$ cat src/rtl/intArbPkg.sv
package intArbPkg;
  localparam int SRC_COUNT = 3;
  localparam int CTRL_W    = 4;
  localparam int PAGE_W    = 2;
  localparam int ADDR_W    = 7;
  localparam int SEL_W     = 2;

  typedef struct packed {
    logic [SRC_COUNT-1:0] clrFlag;
    logic                 clrGie;
  } ctlStb_t;

  // control register bit that holds the mode bit of source i
  function automatic int modeBitOf(int i);
    return (i == 0) ? 0 : i + 1;
  endfunction

  // vector address inside page 1 for source i
  function automatic int vecOf(int i);
    return (i == 0) ? 0 : 2 + 2 * i;
  endfunction
endpackage

$ cat src/rtl/intArbData.sv
module intArbData
  import intArbPkg::*;
#(
  parameter int SYNC_STAGES = 2
) (
  input  logic                 clk,
  input  logic                 rstN,
  input  logic                 extPin,
  input  logic                 tmr1Uflow,
  input  logic                 tmr2Uflow,
  input  logic                 eiStb,
  input  logic                 diStb,
  input  logic                 ctrlWe,
  input  logic [CTRL_W-1:0]    ctrlWdata,
  input  ctlStb_t              stb,
  output logic [CTRL_W-1:0]    ctrlRdata,
  output logic [SRC_COUNT-1:0] pendQ,
  output logic [SRC_COUNT-1:0] modeQ,
  output logic                 gieQ
);
  logic [SYNC_STAGES-1:0] syncQ;
  logic                   lastQ;
  logic                   extEdge;
  logic [SRC_COUNT-1:0]   trig;

  // synchronizer chain plus one history flop for change detection
  always_ff @(posedge clk or negedge rstN) begin
    if (!rstN) begin
      syncQ <= '0;
      lastQ <= 1'b0;
    end else begin
      syncQ <= {syncQ[SYNC_STAGES-2:0], extPin};
      lastQ <= syncQ[SYNC_STAGES-1];
    end
  end

  assign extEdge = syncQ[SYNC_STAGES-1] ^ lastQ;
  assign trig    = {tmr2Uflow, tmr1Uflow, extEdge};

  // sticky pending flags, set beats clear
  for (genvar i = 0; i < SRC_COUNT; i++) begin : gPend
    always_ff @(posedge clk or negedge rstN) begin
      if (!rstN)              pendQ[i] <= 1'b0;
      else if (trig[i])       pendQ[i] <= 1'b1;
      else if (stb.clrFlag[i]) pendQ[i] <= 1'b0;
    end
  end

  // mode bits and read-back mapping
  for (genvar i = 0; i < SRC_COUNT; i++) begin : gMode
    always_ff @(posedge clk or negedge rstN) begin
      if (!rstN)       modeQ[i] <= 1'b0;
      else if (ctrlWe) modeQ[i] <= ctrlWdata[modeBitOf(i)];
    end
  end

  always_comb begin
    ctrlRdata = '0;
    for (int i = 0; i < SRC_COUNT; i++) ctrlRdata[modeBitOf(i)] = modeQ[i];
  end

  logic unusedWbit;
  assign unusedWbit = ctrlWdata[1];

  // global enable: disable and acknowledge win over enable
  always_ff @(posedge clk or negedge rstN) begin
    if (!rstN)                    gieQ <= 1'b0;
    else if (diStb || stb.clrGie) gieQ <= 1'b0;
    else if (eiStb)               gieQ <= 1'b1;
  end
endmodule

$ cat src/rtl/intArbCtrl.sv
module intArbCtrl
  import intArbPkg::*;
(
  input  logic [SRC_COUNT-1:0] pendQ,
  input  logic [SRC_COUNT-1:0] modeQ,
  input  logic                 gieQ,
  input  logic                 irqAck,
  input  logic                 skipStb,
  input  logic [SEL_W-1:0]     skipSel,
  output ctlStb_t              stb,
  output logic                 irqReq,
  output logic [PAGE_W-1:0]    vecPage,
  output logic [ADDR_W-1:0]    vecAddr,
  output logic                 skipTaken
);
  logic [SRC_COUNT-1:0] live;
  logic [SRC_COUNT-1:0] winner;
  logic [SRC_COUNT-1:0] skipHit;

  assign live   = pendQ & modeQ;
  assign irqReq = gieQ && (|live);

  // fixed priority: lowest index wins
  always_comb begin
    winner  = '0;
    vecAddr = '0;
    for (int i = SRC_COUNT - 1; i >= 0; i--) begin
      if (live[i]) begin
        winner  = '0;
        winner[i] = 1'b1;
        vecAddr = ADDR_W'(vecOf(i));
      end
    end
  end

  assign vecPage = PAGE_W'(1);

  // poll mode skip decision
  always_comb begin
    skipHit = '0;
    for (int i = 0; i < SRC_COUNT; i++)
      if (skipStb && skipSel == SEL_W'(i) && !modeQ[i] && pendQ[i])
        skipHit[i] = 1'b1;
  end

  assign skipTaken = |skipHit;

  always_comb begin
    stb.clrGie  = irqAck && irqReq;
    stb.clrFlag = skipHit | ((irqAck && irqReq) ? winner : '0);
  end
endmodule

$ cat src/rtl/intArbiter.sv
module intArbiter
  import intArbPkg::*;
(
  input  logic              clk,
  input  logic              rstN,
  input  logic              extPin,
  input  logic              tmr1Uflow,
  input  logic              tmr2Uflow,
  input  logic              eiStb,
  input  logic              diStb,
  input  logic              ctrlWe,
  input  logic [CTRL_W-1:0] ctrlWdata,
  output logic [CTRL_W-1:0] ctrlRdata,
  input  logic              skipStb,
  input  logic [SEL_W-1:0]  skipSel,
  output logic              skipTaken,
  input  logic              irqAck,
  output logic              irqReq,
  output logic [PAGE_W-1:0] vecPage,
  output logic [ADDR_W-1:0] vecAddr
);
  ctlStb_t              stb;
  logic [SRC_COUNT-1:0] pendQ;
  logic [SRC_COUNT-1:0] modeQ;
  logic                 gieQ;

  intArbData #(.SYNC_STAGES(2)) uData (
    .clk(clk), .rstN(rstN), .extPin(extPin),
    .tmr1Uflow(tmr1Uflow), .tmr2Uflow(tmr2Uflow),
    .eiStb(eiStb), .diStb(diStb),
    .ctrlWe(ctrlWe), .ctrlWdata(ctrlWdata), .stb(stb),
    .ctrlRdata(ctrlRdata), .pendQ(pendQ), .modeQ(modeQ), .gieQ(gieQ)
  );

  intArbCtrl uCtrl (
    .pendQ(pendQ), .modeQ(modeQ), .gieQ(gieQ), .irqAck(irqAck),
    .skipStb(skipStb), .skipSel(skipSel), .stb(stb),
    .irqReq(irqReq), .vecPage(vecPage), .vecAddr(vecAddr),
    .skipTaken(skipTaken)
  );
endmodule

$ cat config.mk
export PLATFORM = sky130hd
export DESIGN_NAME = intArbiter
export DESIGN_NICKNAME = d
export VERILOG_FILES = /design/src/rtl/intArbPkg.sv /design/src/rtl/intArbData.sv /design/src/rtl/intArbCtrl.sv /design/src/rtl/intArbiter.sv
export SDC_FILE = /design/constraint.sdc
export NUM_CORES = 1
export LEC_CHECK = 0
export ABC_CLOCK_PERIOD_IN_PS = 2500
export BUFFER_PORTS_ARGS = -buffer_cell sky130_fd_sc_hd__buf_2
export CAP_MARGIN = 15
export CORE_MARGIN = 8
export CORE_UTILIZATION = 40
export DETAILED_ROUTE_END_ITERATION = 16
export HOLD_SLACK_MARGIN = 0.05
export PLACE_DENSITY = 0.73
export SYNTH_ARGS = -nofsm -noshare
export SYNTH_HDL_FRONTEND = slang
export SYNTH_HIERARCHICAL = 1
export SYNTH_SLANG_ARGS = --single-unit
export TNS_END_PERCENT = 100
$ cat constraint.sdc
create_clock -name clk -period 2.5 [get_ports clk]
set_input_delay 0.625 -clock clk [delete_from_list [all_inputs] [get_ports clk]]
set_output_delay 0.625 -clock clk [all_outputs]
set_load 0.05 [all_outputs]
== Word level (Yosys, flattened, before mapping) ==
Cells that the tools add are included.

* Reduce and logical (&&, ||, !) cells: 22
* Shift operators: 0
* $add $sub $neg: 0
* Bitwise operators: 3
* Equal/unequal tests: 2
* Div/mod/pow operators: 0
* Multiplexer cells: 18
* Magnitude comparators: 0
* $mul: 0

{| class="wikitable"
|+ Operator list
! cell !! count
|-
| 2-to-1 mux 3 bit || 7
|-
| logical AND 1 bit || 11
|-
| 2-to-1 mux 1 bit || 11
|-
| nonzero test 2 bit || 4
|-
| OR reduction 3 bit || 2
|-
| AND 3 bit || 1
|-
| logical NOT 1 bit || 3
|-
| bitwise OR 3 bit || 1
|-
| equality test 2 x 1 -> 1 bit (second input constant) || 1
|-
| equality test 2 bit (second input constant) || 1
|-
| logical NOT 2 bit || 1
|-
| logical OR 1 bit || 1
|-
| bitwise XOR 1 bit || 1
|}

* Output and inout port bits: 15
* Latch bits: 0
* Register bits: 10
* RAM bits: 0
* Memories: 0
* ROM bits: 0
* Input bits: 16

== Longest topological paths before layout ==
Gate-level depths: netlist of run 1.

* Depth in word-level cells: 8
* Gate-level depth with buffers: 6

== By module ==
The synthesis of run 1 kept the hierarchy.

{| class="wikitable"
|+ Modules (own cells, without submodules)
! module !! area an instance (um^2) !! cells an instance !! times used
|-
| intArbData || 366.6 || 27 || 1
|-
| intArbCtrl || 190.2 || 31 || 1
|}

== Worst setup path before layout of run 1 ==
OpenSTA, ideal clock, no wires.

* Path kind: register -> output
* Start: register uData.modeQ[0] (netlist: uData/ctrlRdata[0])
* End: output vecAddr[2]
* Arrival time: 2.055 ns
* Cell stages (with the launch flop): 4
* Path buffers: 1
* Path slack: -0.180 ns
* Data required time: 1.875 ns
* Cell sequence: dfrtp_1 > buf_4 > nand2_1 > a21boi_0

* Longest elaborated chain between the ends: 2

{| class="wikitable"
|+ RTL lines
! item !! line !! RTL
|-
| from (decl) || intArbData.sv:18 || <nowiki>output logic [SRC_COUNT-1:0] modeQ,</nowiki>
|-
| from (signal, indexed assignment) || intArbData.sv:53 || <nowiki>else if (ctrlWe) modeQ[i] <= ctrlWdata[modeBitOf(i)];</nowiki>
|-
| AND 3 bit || intArbCtrl.sv:20 || <nowiki>assign live = pendQ & modeQ;</nowiki>
|-
| 2-to-1 mux 3 bit || intArbCtrl.sv:28 || <nowiki>if (live[i]) begin</nowiki>
|-
| to (decl) || intArbiter.sv:20 || <nowiki>output logic [ADDR_W-1:0] vecAddr</nowiki>
|}

Every way passes these cells.

== Worst setup path in the final report of run 1 ==
* Start: input skipSel[0]
* End: output skipTaken

* Longest elaborated chain between the ends: 6

{| class="wikitable"
|+ RTL lines
! item !! line !! RTL
|-
| from (decl) || intArbiter.sv:15 || <nowiki>input logic [SEL_W-1:0] skipSel,</nowiki>
|-
| equality test 2 x 1 -> 1 bit (tied with other cells) || intArbCtrl.sv:42 || <nowiki>if (skipStb && skipSel == SEL_W'(i) && !modeQ[i] && pendQ[i])</nowiki>
|-
| logical AND 1 bit (3 in series) || intArbCtrl.sv:42 ||
|-
| 2-to-1 mux 1 bit || intArbCtrl.sv:42 ||
|-
| OR reduction 3 bit * || intArbCtrl.sv:46 || <nowiki>assign skipTaken = |skipHit;</nowiki>
|-
| to (decl) || intArbiter.sv:16 || <nowiki>output logic skipTaken,</nowiki>
|}

Every way passes the cells marked *; elsewhere a longest branch is shown, timed or not.

==> results of run 1 <==
-- where the power goes --
part	switching [mW]	total [mW]	internal, mW
clock network	0.0505	0.139	0.0882
logic	0.101	0.135	0.0333
registers	0.0116	0.186	0.174
total	0.164	0.459	0.296
-- flip-flops by register name, indices dropped and copies added, names as in the netlist --
register         flops
uData/syncQ          2
uData/lastQ          1
uData/gieQ           1
uData/pendQ          3
uData/ctrlRdata      3
-- metrics by stage --
stage                util  setup WS [ns]  std cells  hold WS [ns]
finish              0.502          0.451         92         0.211
global route        0.502          0.394         92         0.216
CTS                 0.502          0.453         92         0.212
detailed placement  0.474          0.453         88         0.349
global placement    0.474          0.460         88         0.333
floorplan               -         0.0923         63         0.329
-- per-layer routing --
layer / track usage / vias to the layer above / part of all wire
li1: - / 212 / -
met1: 0.0918 / 201 / 0.38
met2: 0.115 / 27 / 0.43
met3: 0.0448 / 2 / 0.18
met4: 0.0504 / 0 / 0.0044
met5: 0 / - / 0
-- cell type report --
class                           instances  area [µm²]
Clock buffer                            4        36.3
Multi-Input combinational cell         37         224
Sequential cell                        10         250
Fill cell                             138         648
Timing Repair Buffer                   21         105
Inverter                                5        18.8
Tap cell                               15        18.8
-- worst reg2reg max path, delay by kind of cell (launching register included) --
family	cells	cell delay (ns)
AO/OA/AOI/OAI	2	0.22
buffers and inverters	1	0.05
flip-flops	1	0.42
AND/OR/NAND/NOR	2	0.42
-- how the worst min path moves through the flow --
stage                   start                  to
2_1_floorplan            rstN  uData/ctrlRdata[0]
3_3_place_gp   uData/syncQ[0]      uData/syncQ[1]
3_5_place_dp   uData/syncQ[0]      uData/syncQ[1]
4_1_cts                  rstN          uData/gieQ
5_1_grt                  rstN          uData/gieQ
6_report                 rstN          uData/gieQ
-- synthesized netlist by cell type (all sizes together) --
cell type | count | area share
conb | 3 | 0.020
mux2 | 3 | 0.061
nand3 | 2 | 0.018
xnor2 | 1 | 0.016
nand2 | 4 | 0.027
nor2b | 2 | 0.022
inv | 5 | 0.034
a21o | 2 | 0.027
and2b | 1 | 0.016
a41oi | 1 | 0.016
dfrtp | 10 | 0.45
nor2 | 2 | 0.013
buf | 11 | 0.15
o21ai | 3 | 0.027
nor4bb | 1 | 0.018
a21boi | 1 | 0.013
nor3 | 1 | 0.0090
a31oi | 2 | 0.022
nand4 | 1 | 0.011
nand4b | 2 | 0.031
-- logic make-up (layout without fill, tap and decap cells) --
logic type,count (synthesis),in the layout
buffers and inverters,16,30
AOI/OAI and AO/OA,9,9
DFF,10,10
xor gates and xnor gates,1,1
muxes,3,3
and+or+nand+nor,16,16
other,3,8
==> summary.txt, run 1 <==
Yosys
  – Main combinational cell family by area after synthesis: buffers and inverters
  – Yosys warns: 6
  – Post-Synth Simple-Gate Area: 0.166
  – Register bit total from synthesis: 10
  – Post-synthesis mux area share: 0.0607
  – Post-synthesis adder-cell area fraction: 0
  – Synth Area in XOR/XNOR: 0.0157
  – Syn Inst Count: 58
  – Synth cell types: 21
  – Sequential area share after synthesis: 0.449
  – Synth Area in Compound Gates: 0.106
  – Mapped cell area: 557 µm²
  – Mean area per synthesized cell: 9.60 µm²

Route
  – Post-detailed-route wirelength per cell: 12.2 µm
  – Final WL: 1120 µm
  – Routed Antenna Nets: 0
  – 1st-pass router iterations: 4
  – Residual DRC: 0
  – Via count: 442
  – Vias per cell: 4.80
  – Iter 0 DRT Violations: 6

Worst setup path
  – CP required: 1.88 ns
  – Slowest Stage Delay on Critical Path: 0.26 ns
  – Crit-path max FO: 3
  – Cell Chain, Critical Path: buf_2 > and2b_2 > nand4b_1 > nand3_1 > buf_2
  – Worst path bufs/invs: 2
  – Levels on crit path: 5
  – Flop-to-flop setup slack: 1.29 ns
  – Reg2reg end: uData/pendQ[1]
  – Startpoint Class: input pin
  – Critical path type: in -> out
  – CP dominant cell by count: buf_2
  – Critical path's slowest cell: buf_2
  – WP data arrival: 1.42 ns
  – R2r worst-path depth: 5
  – FF-to-FF Start: uData/ctrlRdata[2]
  – Worst setup path end: skipTaken
  – Delay-heaviest family, CP: simple AND/OR/NAND/NOR gates
  – Crit. Startpoint: skipSel[0]
  – Worst Setup End Kind: output pin

Placement
  – GPL Wtd Cong: 0.797
  – # port buffers: 21
  – Post-DP Area: 617 µm²

Pwr
  – PwrDens: 703 mW/mm²
  – Maximum vdd drop: 0.000306 V
  – Total power: 459 µW
  – Leak: 0.338 nW

STA
  – Tcrit/Tclk final: 0.819
  – Final hold violations: 0
  – Final min period: 2.05 ns
  – Fin. max-slew vios: 0
  – Clock skew: 0.00305 ns
  – Final setup viols: 0
  – F_max: 0.488 GHz
  – RSZ-0062 raised after global routing: false
  – Setup TNS: 0 ns

Cells and area
  – Post-route cell area: 653 µm²
  – Most common cell after layout, fill and taps aside: buf_2
  – Area Overhead vs Synth: 17.3%
  – Layout cell share with drive strength beyond 1: 0.338
  – Most frequent cells in the layout: buf_2 (21), dfrtp_1 (10), conb_1 (8), inv_1 (5), nand2_1 (4)
  – Nets: 94
  – Diodes inserted: 0

CTS
  – Sink Count: 10
  – H-Tree Depth: 1
  – Worst skew pair latency: 0.25 ns
  – CTS Buffer Depth: 2
  – CTS hold repair buffers: 0
  – CTS clock-pin slew for the worst setup and hold paths: 0.06 ns
  – Cell chosen for the clock root: clkbuf_4
  – Post-CTS resize count: 0
  – Post-CTS Setup Bufs: 0
  – Number of CTS-inserted buffers: 3
  – CTS tree: done

Global routing
  – Largest net degree at the start of global routing: 11
  – Global route total overflow: 0
  – GRT Total Usage: 0.0811
  – Initial antenna violation count: 0
  – Vias in the first global route: 415
  – First-pass GRT wire length: 1730 µm

Floorplanning
  – Die width: 53.3 µm
  – IO Count: 31
  – Row count: 13
  – Starting Density: 0.428
  – DIE AREA: 0.00284 mm²
  – Die span in y: 53.3 µm
  – Std-Cell Core Area: 0.00130 mm²

Run status
  – Outcome: complete, no violations

Min path
  – Min-Delay Path Class: in -> async

Job
  – Max-cap viol count: 0
No activity file was read; power rests on OpenSTA's default activity.
==> run 2: changes to the inputs <==
--- a/config.mk
+++ b/config.mk
@@ -5,7 +5,7 @@
 export SDC_FILE = /design/constraint.sdc
 export NUM_CORES = 1
 export LEC_CHECK = 0
-export ABC_CLOCK_PERIOD_IN_PS = 2500
+export ABC_CLOCK_PERIOD_IN_PS = 2100
 export BUFFER_PORTS_ARGS = -buffer_cell sky130_fd_sc_hd__buf_2
 export CAP_MARGIN = 15
 export CORE_MARGIN = 8
==> constraint.sdc (replaced) <==
create_clock -name clk -period 2.1 [get_ports clk]
set_input_delay 0.525 -clock clk [delete_from_list [all_inputs] [get_ports clk]]
set_output_delay 0.525 -clock clk [all_outputs]
set_load 0.05 [all_outputs]
==> run 2 against run 1 <==
Global-route usage rose by 0.46 points. Power rose by 21%. Sequential power rose by 19%. Via count decreased by 0.23%. Sequential cell count unchanged. Core utilization rose by 0.48 points. Clock power rose by 22%. Clock-buffer cell count did not move. Clock skew decreased by 0.0019 ns. Critical path type is now reg -> out. Combinational power is 21% higher. Sequential share of layout area fell by 0.36 points.
==> summary.txt, run 2 (synthesized netlist as in run 1, its figures left out) <==
Route
  – Residual DRC: 0 (unchanged)
  – Final WL: 1130 µm (was 1120 µm)
  – Vias per cell: 4.79 (was 4.80)
  – Iter 0 DRT Violations: 8 (was 6)
  – Post-detailed-route wirelength per cell: 12.3 µm (was 12.2 µm)
  – 1st-pass router iterations: 4 (unchanged)
  – Via count: 441 (was 442)
  – Routed Antenna Nets: 0 (unchanged)

Cells and area
  – Final-layout fill cell count: 129 (was 138)
  – Most frequent cells in the layout: buf_2 (21), dfrtp_1 (10), conb_1 (8), inv_1 (5), nand2_1 (4) (unchanged)
  – Finished Core Util: 0.507 (was 0.502)
  – Most common cell after layout, fill and taps aside: buf_2 (unchanged)
  – Layout cell share with drive strength beyond 1: 0.351 (was 0.338)
  – Area Overhead vs Synth: 18.4% (was 17.3%)
  – Diodes inserted: 0 (unchanged)
  – Nets: 94 (unchanged)
  – Fin cells: 92 (unchanged)

Worst setup path
  – Cell Chain, Critical Path: nand2_1 > nand4_1 > inv_1 > buf_2 (was buf_2 > and2b_2 > nand4b_1 > nand3_1 > buf_2)
  – Flop-to-flop setup slack: 0.87 ns (was 1.29 ns)
  – Slowest Stage Delay on Critical Path: 0.40 ns (was 0.26 ns)
  – FF-to-FF Start: uData/ctrlRdata[0] (was uData/ctrlRdata[2])
  – Reg2reg end: uData/pendQ[2] (was uData/pendQ[1])
  – Worst Setup End Kind: output pin (unchanged)
  – WP data arrival: 1.32 ns (was 1.42 ns)
  – Critical path's slowest cell: dfrtp_1 (was buf_2)
  – Startpoint Class: register (was input pin)
  – Crit-path max FO: 6 (was 3)
  – R2r worst-path depth: 5 (unchanged)
  – Critical path type: reg -> out (was in -> out)
  – CP required: 1.57 ns (was 1.88 ns)

STA
  – Final min period: 1.85 ns
  – Final worst setup slack: 0.254 ns (was 0.451 ns)
  – Clock skew: 0.00116 ns (was 0.00305 ns)
  – Fin. max-slew vios: 0 (unchanged)
  – Final setup viols: 0 (unchanged)
  – RSZ-0062 raised after global routing: false (unchanged)
  – Tcrit/Tclk final: 0.879
  – Final hold violations: 0 (unchanged)
  – F_max: 0.542 GHz

CTS
  – Post-CTS Setup Bufs: 0 (unchanged)
  – CTS hold repair buffers: 0 (unchanged)
  – Post-CTS resize count: 0 (unchanged)
  – Number of CTS-inserted buffers: 3 (unchanged)
  – Worst skew pair latency: 0.26 ns (was 0.25 ns)
  – H-Tree Depth: 1 (unchanged)
  – CTS clock-pin slew for the worst setup and hold paths: 0.06 ns (about the same)
  – Cell chosen for the clock root: clkbuf_4 (unchanged)
  – Sink Count: 10 (unchanged)
  – CTS tree: done (unchanged)
  – CTS Buffer Depth: 2 (unchanged)

Global routing
  – First-pass GRT wire length: 1770 µm (was 1730 µm)
  – Routing usage on met3: 0.0448 (unchanged)
  – Global route total overflow: 0 (unchanged)
  – Met2 Use GR: 0.131 (was 0.115)
  – Top Usage Layer GRT: met2 (unchanged)
  – Initial antenna violation count: 0 (unchanged)
  – Vias in the first global route: 438 (was 415)
  – GR Layer Usage met1: 0.0872 (was 0.0918)
  – GRT Total Usage: 0.0857 (was 0.0811)
  – Largest net degree at the start of global routing: 11 (unchanged)

Placement
  – Dpl hpwl: 977 µm
  – Pre-CTS WS: 0.271 ns (was 0.453 ns)
  – GPL Wtd Cong: 0.805 (was 0.797)
  – Placed cells: 88 (unchanged)
  – # port buffers: 21 (unchanged)

Pwr
  – Combinational Power Share: 0.294 (was 0.293)
  – Seq pwr share: 0.399 (was 0.405)
  – Clock Power Share: 0.307 (was 0.302)
  – Sw frac: 0.363 (was 0.356)
  – Maximum vdd drop: 0.000429 V (was 0.000306 V)
  – PwrDens: 841 mW/mm² (was 703 mW/mm²)
  – Internal cell power: 353 µW (was 296 µW)
  – Sw Pwr: 201 µW (was 164 µW)
  – Leak: 0.339 nW (was 0.338 nW)

Min path
  – Min-Delay Path Class: in -> async (unchanged)

Floorplanning
  – DIE AREA: 0.00284 mm² (unchanged)
  – Die span in y: 53.3 µm (unchanged)
  – Std-Cell Core Area: 0.00130 mm² (unchanged)
  – IO Count: 31 (unchanged)
  – Row count: 13 (unchanged)
  – Die width: 53.3 µm (unchanged)
  – Starting Density: 0.428 (unchanged)

Job
  – Max-cap viol count: 0 (unchanged)

Run status
  – Outcome: complete, no violations (unchanged)
==> run 2: cell counts in the layout (fill, tap and decap cells not counted) <==
No cell type changed its count.
==> run 2: power groups by stage <==
stage	logic [mW]	registers (mW)	clock network (mW)
global placement	0.161	0.224	0
floorplan	0.124	0.240	0
detailed placement	0.163	0.225	0
CTS	0.163	0.221	0.177
finish	0.163	0.221	0.170
global route	0.174	0.224	0.179
==> run 2: how the worst max path moves through the flow <==
| stage | from | endpoint | slack, ns | cells after the start |
|---|---|---|---|---|
| 3_3_place_gp | skipSel[0] | skipTaken | 0.26 | 5 |
| 6_report | uData/ctrlRdata[0] | vecAddr[1] | 0.25 | 4 |
| 2_1_floorplan | uData/ctrlRdata[0] | vecAddr[2] | -0.14 | 3 |
| 4_1_cts | uData/ctrlRdata[0] | vecAddr[1] | 0.23 | 4 |
| 3_5_place_dp | skipSel[0] | skipTaken | 0.27 | 5 |
| 5_1_grt | uData/ctrlRdata[0] | vecAddr[1] | 0.18 | 4 |
==> run 2: cell type report <==
type | count | area (µm²) | share of cell area
Sequential cell | 10 | 250 | 0.380
Tap cell | 15 | 18.8 | 0.0285
Clock buffer | 4 | 36.3 | 0.0550
Multi-Input combinational cell | 37 | 230 | 0.349
Inverter | 5 | 18.8 | 0.0285
Timing Repair Buffer | 21 | 105 | 0.159
==> run 2: worst max-delay path, delay by kind of cell (launching register included) <==
family        cells  cell delay, ns
simple gates      2            0.33
buf+inv           2            0.32
flops             1            0.40
==> run 2: stage by stage <==
step / total power [mW] / instance area, µm² / hold slack, ns / setup TNS (ns)
finish: 0.554 / 659 / 0.103 / 0
global placement: 0.386 / 623 / 0.336 / 0
global route: 0.576 / 659 / 0.114 / 0
CTS: 0.562 / 659 / 0.0956 / 0
detailed placement: 0.388 / 623 / 0.339 / 0
floorplan: 0.364 / 582 / 0.229 / -0.135
==> run 2: metal layers <==
layer,up-vias,routed length (µm)
met4,0,14
li1,212,-
met2,26,499
met1,201,418
met5,-,0
met3,2,196
